==> src/rtl/pgwalk_pkg.sv <==
package pgwalk_pkg;

  typedef enum logic [2:0] {
    WK_IDLE,
    WK_FETCH_SEG,
    WK_EVAL_SEG,
    WK_FETCH_PG,
    WK_EVAL_PG,
    WK_MARK_PG,
    WK_REPLY
  } walk_state_t;

  // entry bit positions decoded by the walker
  localparam int SEG_OK_BIT  = 1;
  localparam int SEG_RO_BIT  = 2;
  localparam int PG_OK_BIT   = 0;
  localparam int PG_RO_BIT   = 2;
  localparam int PG_REF_BIT  = 3;
  localparam int PG_MOD_BIT  = 4;
  localparam int PG_NC_BIT   = 6;

  // control word positions
  localparam int CW_UEN  = 0;
  localparam int CW_SEN  = 1;
  localparam int CW_BERR = 3;
  localparam int CW_PROT = 13;
  localparam int CW_PGF  = 14;
  localparam int CW_SEGF = 15;

  localparam logic [1:0] SEL_SUP_ROOT = 2'd0;
  localparam logic [1:0] SEL_USR_ROOT = 2'd1;
  localparam logic [1:0] SEL_CTRL     = 2'd2;

endpackage

==> src/rtl/pgwalk_judge.sv <==
module pgwalk_judge #(
  parameter int EW      = 32,
  parameter int OK_BIT  = 0,
  parameter int RO_BIT  = 2
) (
  input  logic [EW-1:0] entry,
  input  logic          is_write,
  output logic          missing,
  output logic          denied
);
  logic unused_entry;
  assign unused_entry = ^entry;

  always_comb begin
    missing = ~entry[OK_BIT];
    denied  = entry[OK_BIT] & is_write & entry[RO_BIT];
  end
endmodule

==> src/rtl/pgwalk_regs.sv <==
module pgwalk_regs
  import pgwalk_pkg::*;
#(
  parameter int VA_W  = 32,
  parameter int PFN_W = 20
) (
  input  logic             clk,
  input  logic             rst,
  input  logic             cfg_we,
  input  logic [1:0]       cfg_sel,
  input  logic [VA_W-1:0]  cfg_wdata,
  input  logic             hit_segf,
  input  logic             hit_pgf,
  input  logic             hit_prot,
  output logic [PFN_W-1:0] root_sup,
  output logic [PFN_W-1:0] root_usr,
  output logic             en_sup,
  output logic             en_usr,
  output logic [15:0]      status
);
  logic f_seg, f_pg, f_prot, f_berr;
  logic unused_wdata;
  assign unused_wdata = ^cfg_wdata;

  always_ff @(posedge clk) begin
    if (rst) begin
      root_sup <= '0;
      root_usr <= '0;
      en_sup   <= 1'b0;
      en_usr   <= 1'b0;
      f_seg    <= 1'b0;
      f_pg     <= 1'b0;
      f_prot   <= 1'b0;
      f_berr   <= 1'b0;
    end else begin
      if (cfg_we) begin
        case (cfg_sel)
          SEL_SUP_ROOT: root_sup <= cfg_wdata[PFN_W-1:0];
          SEL_USR_ROOT: root_usr <= cfg_wdata[PFN_W-1:0];
          SEL_CTRL: begin
            en_usr <= cfg_wdata[CW_UEN];
            en_sup <= cfg_wdata[CW_SEN];
            f_seg  <= cfg_wdata[CW_SEGF];
            f_pg   <= cfg_wdata[CW_PGF];
            f_prot <= cfg_wdata[CW_PROT];
            f_berr <= cfg_wdata[CW_BERR];
          end
          default: ;
        endcase
      end
      // hardware sets win over a same-cycle software write
      if (hit_segf) f_seg  <= 1'b1;
      if (hit_pgf)  f_pg   <= 1'b1;
      if (hit_prot) f_prot <= 1'b1;
      if (hit_segf | hit_pgf | hit_prot) f_berr <= 1'b1;
    end
  end

  always_comb begin
    status          = '0;
    status[CW_UEN]  = en_usr;
    status[CW_SEN]  = en_sup;
    status[CW_BERR] = f_berr;
    status[CW_PROT] = f_prot;
    status[CW_PGF]  = f_pg;
    status[CW_SEGF] = f_seg;
  end


  berr_sticky_chk: assert property (@(posedge clk) disable iff (rst)
    ($past(f_berr) && !$past(cfg_we && cfg_sel == SEL_CTRL)) |-> f_berr);


  segf_flag_chk: assert property (@(posedge clk) disable iff (rst)
    hit_segf |=> (status[CW_SEGF] && status[CW_BERR]));


  pgf_flag_chk: assert property (@(posedge clk) disable iff (rst)
    hit_pgf |=> (status[CW_PGF] && status[CW_BERR]));
endmodule

==> src/rtl/pgwalk_fsm.sv <==
module pgwalk_fsm
  import pgwalk_pkg::*;
#(
  parameter int PAGE_SHIFT = 12,
  parameter int VA_W       = 32,
  parameter int PFN_W      = 20,
  parameter int IDX_W      = 10
) (
  input  logic             clk,
  input  logic             rst,
  input  logic             req_valid,
  output logic             req_ready,
  input  logic [VA_W-1:0]  req_vaddr,
  input  logic             req_super,
  input  logic             req_write,
  output logic             rsp_valid,
  output logic             rsp_fault,
  output logic             rsp_translated,
  output logic             rsp_nocache,
  output logic [VA_W-1:0]  rsp_paddr,
  output logic             mem_req,
  output logic             mem_we,
  output logic [VA_W-1:0]  mem_addr,
  output logic [VA_W-1:0]  mem_wdata,
  input  logic             mem_ack,
  input  logic [VA_W-1:0]  mem_rdata,
  input  logic [PFN_W-1:0] root_sup,
  input  logic [PFN_W-1:0] root_usr,
  input  logic             en_sup,
  input  logic             en_usr,
  output logic             hit_segf,
  output logic             hit_pgf,
  output logic             hit_prot
);
  walk_state_t      state;
  logic [VA_W-1:0]  va_q;
  logic             wr_q;
  logic [PFN_W-1:0] root_q;
  logic [VA_W-1:0]  ent_q;
  logic [VA_W-1:0]  pg_addr_q;

  logic seg_missing, seg_denied, pg_missing, pg_denied;
  logic need_mark;
  logic [VA_W-1:0] marked;

  pgwalk_judge #(.EW(VA_W), .OK_BIT(SEG_OK_BIT), .RO_BIT(SEG_RO_BIT)) u_seg_judge (
    .entry(ent_q), .is_write(wr_q), .missing(seg_missing), .denied(seg_denied));

  pgwalk_judge #(.EW(VA_W), .OK_BIT(PG_OK_BIT), .RO_BIT(PG_RO_BIT)) u_pg_judge (
    .entry(ent_q), .is_write(wr_q), .missing(pg_missing), .denied(pg_denied));

  always_comb begin
    marked = ent_q;
    marked[PG_REF_BIT] = 1'b1;
    if (wr_q) marked[PG_MOD_BIT] = 1'b1;
    need_mark = (marked != ent_q);
  end

  always_comb begin
    req_ready = (state == WK_IDLE);
    rsp_valid = (state == WK_REPLY);
    mem_req   = (state == WK_FETCH_SEG) || (state == WK_FETCH_PG) || (state == WK_MARK_PG);
    mem_we    = (state == WK_MARK_PG);
    mem_wdata = ent_q;
    case (state)
      WK_FETCH_SEG: mem_addr = {root_q, va_q[VA_W-1 -: IDX_W], 2'b00};
      WK_FETCH_PG:  mem_addr = {ent_q[VA_W-1:PAGE_SHIFT], va_q[PAGE_SHIFT +: IDX_W], 2'b00};
      WK_MARK_PG:   mem_addr = pg_addr_q;
      default:      mem_addr = '0;
    endcase
  end

  always_ff @(posedge clk) begin
    if (rst) begin
      state          <= WK_IDLE;
      va_q           <= '0;
      wr_q           <= 1'b0;
      root_q         <= '0;
      ent_q          <= '0;
      pg_addr_q      <= '0;
      rsp_fault      <= 1'b0;
      rsp_translated <= 1'b0;
      rsp_nocache    <= 1'b0;
      rsp_paddr      <= '0;
      hit_segf       <= 1'b0;
      hit_pgf        <= 1'b0;
      hit_prot       <= 1'b0;
    end else begin
      hit_segf <= 1'b0;
      hit_pgf  <= 1'b0;
      hit_prot <= 1'b0;
      case (state)
        WK_IDLE: if (req_valid) begin
          va_q   <= req_vaddr;
          wr_q   <= req_write;
          root_q <= req_super ? root_sup : root_usr;
          if (req_super ? en_sup : en_usr) begin
            state <= WK_FETCH_SEG;
          end else begin
            rsp_paddr      <= req_vaddr;
            rsp_fault      <= 1'b0;
            rsp_translated <= 1'b0;
            rsp_nocache    <= 1'b0;
            state          <= WK_REPLY;
          end
        end
        WK_FETCH_SEG: if (mem_ack) begin
          ent_q <= mem_rdata;
          state <= WK_EVAL_SEG;
        end
        WK_EVAL_SEG: begin
          if (seg_missing || seg_denied) begin
            hit_segf       <= seg_missing;
            hit_prot       <= seg_denied;
            rsp_fault      <= 1'b1;
            rsp_translated <= 1'b0;
            rsp_nocache    <= 1'b0;
            rsp_paddr      <= '0;
            state          <= WK_REPLY;
          end else begin
            state <= WK_FETCH_PG;
          end
        end
        WK_FETCH_PG: if (mem_ack) begin
          ent_q     <= mem_rdata;
          pg_addr_q <= mem_addr;
          state     <= WK_EVAL_PG;
        end
        WK_EVAL_PG: begin
          if (pg_missing || pg_denied) begin
            hit_pgf        <= pg_missing;
            hit_prot       <= pg_denied;
            rsp_fault      <= 1'b1;
            rsp_translated <= 1'b0;
            rsp_nocache    <= 1'b0;
            rsp_paddr      <= '0;
            state          <= WK_REPLY;
          end else begin
            rsp_fault      <= 1'b0;
            rsp_translated <= 1'b1;
            rsp_nocache    <= ent_q[PG_NC_BIT];
            rsp_paddr      <= {ent_q[VA_W-1:PAGE_SHIFT], va_q[PAGE_SHIFT-1:0]};
            ent_q          <= marked;
            state          <= need_mark ? WK_MARK_PG : WK_REPLY;
          end
        end
        WK_MARK_PG: if (mem_ack) state <= WK_REPLY;
        WK_REPLY: state <= WK_IDLE;
        default: state <= WK_IDLE;
      endcase
    end
  end


  mem_hold_chk: assert property (@(posedge clk) disable iff (rst)
    (mem_req && !mem_ack) |=> (mem_req && $stable(mem_addr) && $stable(mem_we)));


  wb_ref_chk: assert property (@(posedge clk) disable iff (rst)
    mem_we |-> mem_wdata[PG_REF_BIT]);


  rsp_pulse_chk: assert property (@(posedge clk) disable iff (rst)
    rsp_valid |=> (!rsp_valid && req_ready));


  fault_noaddr_chk: assert property (@(posedge clk) disable iff (rst)
    (rsp_valid && rsp_fault) |-> (rsp_paddr == '0 && !rsp_translated));
endmodule

==> src/rtl/pgwalk_top.sv <==
module pgwalk_top
  import pgwalk_pkg::*;
#(
  parameter int PAGE_SHIFT = 12,
  localparam int IDX_W = PAGE_SHIFT - 2,
  localparam int VA_W  = PAGE_SHIFT + 2 * IDX_W,
  localparam int PFN_W = VA_W - PAGE_SHIFT
) (
  input  logic            clk,
  input  logic            rst,
  input  logic            req_valid,
  output logic            req_ready,
  input  logic [VA_W-1:0] req_vaddr,
  input  logic            req_super,
  input  logic            req_write,
  output logic            rsp_valid,
  output logic            rsp_fault,
  output logic            rsp_translated,
  output logic            rsp_nocache,
  output logic [VA_W-1:0] rsp_paddr,
  output logic            mem_req,
  output logic            mem_we,
  output logic [VA_W-1:0] mem_addr,
  output logic [VA_W-1:0] mem_wdata,
  input  logic            mem_ack,
  input  logic [VA_W-1:0] mem_rdata,
  input  logic            cfg_we,
  input  logic [1:0]      cfg_sel,
  input  logic [VA_W-1:0] cfg_wdata,
  output logic [15:0]     status
);
  logic [PFN_W-1:0] root_sup, root_usr;
  logic en_sup, en_usr;
  logic hit_segf, hit_pgf, hit_prot;

  pgwalk_regs #(.VA_W(VA_W), .PFN_W(PFN_W)) u_regs (
    .clk(clk), .rst(rst), .cfg_we(cfg_we), .cfg_sel(cfg_sel), .cfg_wdata(cfg_wdata),
    .hit_segf(hit_segf), .hit_pgf(hit_pgf), .hit_prot(hit_prot),
    .root_sup(root_sup), .root_usr(root_usr), .en_sup(en_sup), .en_usr(en_usr),
    .status(status));

  pgwalk_fsm #(.PAGE_SHIFT(PAGE_SHIFT), .VA_W(VA_W), .PFN_W(PFN_W), .IDX_W(IDX_W)) u_fsm (
    .clk(clk), .rst(rst),
    .req_valid(req_valid), .req_ready(req_ready), .req_vaddr(req_vaddr),
    .req_super(req_super), .req_write(req_write),
    .rsp_valid(rsp_valid), .rsp_fault(rsp_fault), .rsp_translated(rsp_translated),
    .rsp_nocache(rsp_nocache), .rsp_paddr(rsp_paddr),
    .mem_req(mem_req), .mem_we(mem_we), .mem_addr(mem_addr), .mem_wdata(mem_wdata),
    .mem_ack(mem_ack), .mem_rdata(mem_rdata),
    .root_sup(root_sup), .root_usr(root_usr), .en_sup(en_sup), .en_usr(en_usr),
    .hit_segf(hit_segf), .hit_pgf(hit_pgf), .hit_prot(hit_prot));
endmodule

==> config.mk <==
export PLATFORM = sky130hd
export DESIGN_NAME = pgwalk_top
export DESIGN_NICKNAME = d
export VERILOG_FILES = /design/src/rtl/pgwalk_pkg.sv /design/src/rtl/pgwalk_judge.sv /design/src/rtl/pgwalk_regs.sv /design/src/rtl/pgwalk_fsm.sv /design/src/rtl/pgwalk_top.sv
export SDC_FILE = /design/constraint.sdc
export NUM_CORES = 1
export LEC_CHECK = 0
export BUFFER_PORTS_ARGS = -buffer_cell sky130_fd_sc_hd__buf_2
export CAP_MARGIN = 10
export CELL_PAD_IN_SITES_DETAIL_PLACEMENT = 0
export CELL_PAD_IN_SITES_GLOBAL_PLACEMENT = 1
export CORE_MARGIN = 2
export CORE_UTILIZATION = 35
export CTS_CLUSTER_SIZE = 16
export DETAILED_ROUTE_END_ITERATION = 12
export HOLD_SLACK_MARGIN = 0.03
export PLACE_DENSITY = 0.8
export SETUP_SLACK_MARGIN = 0.1
export SLEW_MARGIN = 20
export SYNTH_ARGS = -nofsm -noshare
export SYNTH_HDL_FRONTEND = slang
export SYNTH_SLANG_ARGS = --single-unit
==> constraint.sdc <==
create_clock -name clk -period 1.8 [get_ports clk]
set_clock_uncertainty 0.2 [all_clocks]
set_input_delay 0.36 -clock clk [delete_from_list [all_inputs] [get_ports clk]]
set_output_delay 0.36 -clock clk [all_outputs]
set_load 0.02 [all_outputs]
# == Word level (Yosys, flattened, before mapping) ==
# Index checks and enable logic that the tools add are counted.
# totals
regBits,204
latch_bits,0
ramBits,0
mem_bits_ro,0
input_bits,105
output_inout_bits,119
word_cells,129
mem_count,0
# classes
add_sub_neg,0
mul,0
n_div,0
magnitude_cmp,0
eq_ne,17
n_shift,0
mux,46
bitwise_logic,12
reduce_logical,32
# op_table
operator,n
$pmux W32 S3,2
$mux W32,5
$pmux W32 S2,1
$mux W1,23
$mux W3,7
$mux W20,1
$pmux W3 S6,1
$reduce_and A2 Y1,9
$reduce_bool A2 Y1,9
$ne A2 B2 Y1 const B,5
$eq A3 B3 Y1 const B,3
$pmux W1 S3,3
$reduce_and A4 Y1,2
$eq A3 B2 Y1 const B,2
$ne A2 B1 Y1 const B,3
$not A1 Y1,6
$reduce_and A3 Y1,2
$reduce_or A3 Y1,2
$mux W5,1
$and A1 B1 Y1,4
$logic_or A1 B1 Y1,4
$eq A3 B1 Y1 const B,1
$logic_not A3 Y1,1
$reduce_bool A3 Y1,1
8 further kinds,9

# == Longest topological paths before layout ==
# logic_depth
ltp_word,5
depth_mapped,7
ltp_nobuf,4

# == Hierarchy ==
# A second synthesis with hierarchy kept.
# hier_totals
hier_cells,1047
area_unflattened_um2,8539.4
# by_module_without_submodules
module,n_inst,cells_per_inst,area_each_um2,seq_area_each_um2
pgwalk_fsm,1,822,6757.7,3163.0
pgwalk_regs,1,221,1761.7,920.9
pgwalk_judge,2,2,10.0,0.0

# == Worst setup path before layout ==
# OpenSTA, ideal clock, no wires.
# synth_timing
path_kind,reg2out
startpoint,reg u_fsm.state[2]
endpoint,out mem_addr[0]
t_arrival_ns,1.670
required_ns,1.240
slack_ns,-0.430
path_stages_with_launch,7
path_buffers,3
path_cell_list,dfxtp_1 -> buf_4 -> buf_2 -> buf_1 -> nand2_1 -> nor2_1 -> and2_1
# synth_between
elab_chain_cells,2
elab_cells_between_ends,4
cone_classes,3 x eq/ne; 1 x mux
# synth_lines
element,line_no,text
start: declaration,pgwalk_fsm.sv:35,walk_state_t state;
start signal: assignment,pgwalk_fsm.sv:144,state <= need_mark ? WK_MARK_PG : WK_REPLY;
$eq A3 B3 Y1,-,
net mem_we,pgwalk_top.sv:22,"output logic mem_we,"
$pmux W32 S3,pgwalk_fsm.sv:65,case (state)
end: declaration,pgwalk_top.sv:23,"output logic [VA_W-1:0] mem_addr,"
# The timed path passes the listed nets, and every way through them passes these cells.

# == Final worst setup path ==
# layout_timing
startpoint,reg u_fsm.state[1]
endpoint,out mem_addr[23]
# layout_between
elab_chain_cells,2
elab_cells_between_ends,4
cone_classes,3 x eq/ne; 1 x mux
# layout_lines
element,line_no
$eq A3 B3 Y1 (tied with other cells),pgwalk_fsm.sv:65
$pmux W32 S3 (*),pgwalk_fsm.sv:65
# Every way passes the cells marked *; elsewhere a longest branch is shown, timed or not.

==> results.sh <==
export IMPL_outcome="complete, but fails checks"
export IMPL_violations="negative setup slack"
export IMPL_syn_avg_cell_area_sq_um=8.09
export IMPL_cp_required_ns=1.24
export IMPL_max_freq_ghz=0.409
export IMPL_start_kind="flop"
export IMPL_synth_cells=1160
export IMPL_ir_worst_vdd_mv=0.783
export IMPL_cts_tree="built"
export IMPL_yosysUniqueCellTypes=50
export IMPL_hpwlAfterDp_mm=20.7
export IMPL_crit_path_max_incr_delay_ns=0.38
export IMPL_clkTransAtPathRegs_ns=0.06
export IMPL_fin_tns_setup_ns=-41.56
export IMPL_cp_depth=7
export IMPL_die_h_um=168
export IMPL_crit_slowest_cell="dfxtp_4"
export IMPL_stdcell_area_sq_mm=0.0153
export IMPL_drt_pass1_iterations=5
export IMPL_grt_max_degree=65
export IMPL_clockRootBuffer="clkbuf_16"
export IMPL_first_iter_violations=723
export IMPL_fin_util=0.584
export IMPL_report_final_hold_viol_count=0
export IMPL_routabilityCongestion=0.785
export IMPL_critPathCaptureType="primary output"
export IMPL_path_class="reg2out"
export IMPL_die_area_sq_mm=0.0281
export IMPL_grt_pass1_vias=9138
export IMPL_rr_worst_depth=10
export IMPL_maxCapViolations=0
export IMPL_worst_pin_slew_ns=0.615
export IMPL_cellPowerDensity_mw_per_mm2=1440
export IMPL_synthToLayoutAreaGrowth_pct=63.1
export IMPL_leakagePower_nw=6.20
export IMPL_r2r_start="u_fsm.state[1]$_SDFFE_PP0P_"
export IMPL_numClockSinks=204
export IMPL_hp_class="in2reg"
export IMPL_synth_edf_count=0
export IMPL_rows=59
export IMPL_total_power_mw=22.0
export IMPL_grtUsageTotal=0.227
export IMPL_viasPerCell=5.26
export IMPL_synthArstFlopShare=0
export IMPL_cp_top_family="buffers and inverters"
export IMPL_ant_nets=0
export IMPL_arrival_ns=1.88
export IMPL_placed_cell_area_sq_mm=0.0112
export IMPL_ys_warn_count=0
export IMPL_yosysTopAreaCell="dfxtp_1"
export IMPL_io_pin_count=224
export IMPL_vias=9851
export IMPL_path_buf_inv=4
export IMPL_synth_top_area_frac=0.435
export IMPL_antenna_found_initial=1
export IMPL_finalSetupViolCount=127
export IMPL_synth_top_flop_cell="dfxtp_1"
export IMPL_slew_violations=0
export IMPL_clock_latency_ns=0.52
export IMPL_r2r_slack_ns=-0.37
export IMPL_synth_seq_area_share=0.435
export IMPL_die_w_um=168
export IMPL_initial_core_util=0.358
export IMPL_drt_wl_total_mm=35.6
export IMPL_min_from="mem_ack"
export IMPL_antennaDiodeCount=0
export IMPL_nets=1626
export IMPL_finalCriticalPeriod_ns=2.44
export IMPL_core_area_sq_mm=0.0262
export IMPL_path_cells="buf_8 > buf_16 > mux2i_2 > nor2_1 > o21ai_4 > inv_2 > buf_6"
export IMPL_dp_cells=1671
export IMPL_syn_area_sq_mm=0.00938
export IMPL_timing_hold_ws_ns=0.0964
export IMPL_port_buffers=201
export IMPL_fin_cells=1873
export IMPL_slew_headroom=0.590
export IMPL_grt_ovfl_total=0
export IMPL_path_max_fanout=7
export IMPL_grt_pass1_wl_mm=50.9
export IMPL_cts_buffers=24
export IMPL_cts_buffer_depth=3
export IMPL_crit_path_start="u_fsm.state[1]$_SDFFE_PP0P_"
export IMPL_htree_levels=1
export IMPL_setup_ws_ns=-0.644
export IMPL_hold_depth=4
export IMPL_route_detailed_drc=0
export IMPL_synth_area_leaders="dfxtp_1 (44%), nand2_1 (8.6%), a21oi_1 (7.9%)"
export IMPL_ys_ff_latch=204
export IMPL_drive_gt1_frac=0.427
export IMPL_detail_route_wl_per_cell_um=19.0
export IMPL_place_ws_ns=-0.136
export IMPL_finalCritPeriodShare=1.36
export IMPL_rsz0062_at_grt="yes"
final timing paths:
check	end
hold reg to reg	u_fsm.mem_wdata[7]$_SDFFE_PP0P_
setup reg to reg	u_fsm.rsp_paddr[31]$_SDFFE_PP0P_
setup / recovery	mem_addr[23]
hold / removal	u_fsm.state[0]$_SDFFE_PP0P_
worst min-delay path: cells and delay by family:
kind	cells	cell delay, ns
AOI/OAI and AO/OA	2	0.25
buffers and inverters	2	0.18
power breakdown:
part           internal, mW  switching, mW
combinational          5.11           5.74
sequential             5.25          0.519
clock                  3.45           1.95
total                  13.8           8.21
logic make-up (layout without fill, tap and decap cells):
group,Yosys count,in the layout,synth area share
XOR/XNOR,1,1,0.000934
AND/OR/NAND/NOR,366,366,0.184
buffers and inverters,184,553,0.0888
AO/OA/AOI/OAI,346,346,0.229
flip-flops,204,204,0.435
multiplexers,58,58,0.0622
other,1,10,0.000400
state kept, by name, indices dropped and copies added (netlist names), 3 cells and up:
register         flops
u_fsm.pg_addr_q     32
u_fsm.mem_wdata     32
u_fsm.va_q          32
u_fsm.root_q        20
u_fsm.rsp_paddr     32
u_regs.root_usr     20
u_regs.root_sup     20
u_fsm.state          3
area by class of cell:
cell class / count / area (sq um)
fillers: 2165 / 10900
multi-input cells: 781 / 5500
repair buffers: 443 / 4140
flip-flops and latches: 204 / 4110
clock buffers: 34 / 709
well taps: 335 / 419
inverters: 67 / 256
clock inverters: 9 / 173
synthesized netlist by cell type, types with 3 or more instances:
master and instances:
nand2_1 215, dfxtp_1 204, a21oi_1 149, inv_1 66
o21ai_0 66, clkbuf_1 65, nor2_1 58, mux2i_1 56
a21boi_0 32, o221ai_1 32, o2bb2ai_1 30, nor3_2 29
a211oi_1 23, buf_2 21, buf_4 21, and2_1 20
and2_0 15, nor3_1 11, buf_1 5, buf_6 5
a211o_1 3, nand3b_1 3
cells in the final DEF (no fill, tap or decap), types with 12 or more instances in the layout:
master / instances
a211oi_2: 21
buf_6: 60
dfxtp_2: 12
a21boi_1: 24
inv_2: 30
buf_16: 12
a21oi_1: 113
a21oi_2: 33
nor3_2: 29
nor2_1: 48
o2bb2ai_1: 28
dfxtp_1: 190
buf_2: 155
clkbuf_16: 31
buf_12: 28
mux2i_1: 48
nand2_4: 23
inv_1: 36
and2_4: 17
nand2_1: 185
dlygate4sd3_1: 87
o221ai_1: 24
o21ai_0: 30
o21ai_2: 24
and2_1: 14
buf_4: 87
what timing repair did:
item | in CTS | in global routing
setup endpoints to repair | 151 | 208
cloned | 15 | 8
pin swaps | 29 | 84
hold buffers | 87 | 0
resized for setup | 149 | 263
hold endpoints to repair | 116 | 0
buffers inserted | 30 | 27
per-layer routing:
metal	part of all wire	up-vias	global-route usage
met2	0.47	371	0.379
met5	0.00037	-	0
met3	0.065	71	0.0385
li1	-	4676	-
met4	0.032	2	0.0662
met1	0.43	4731	0.303
(Power assumes the default switching activity.)
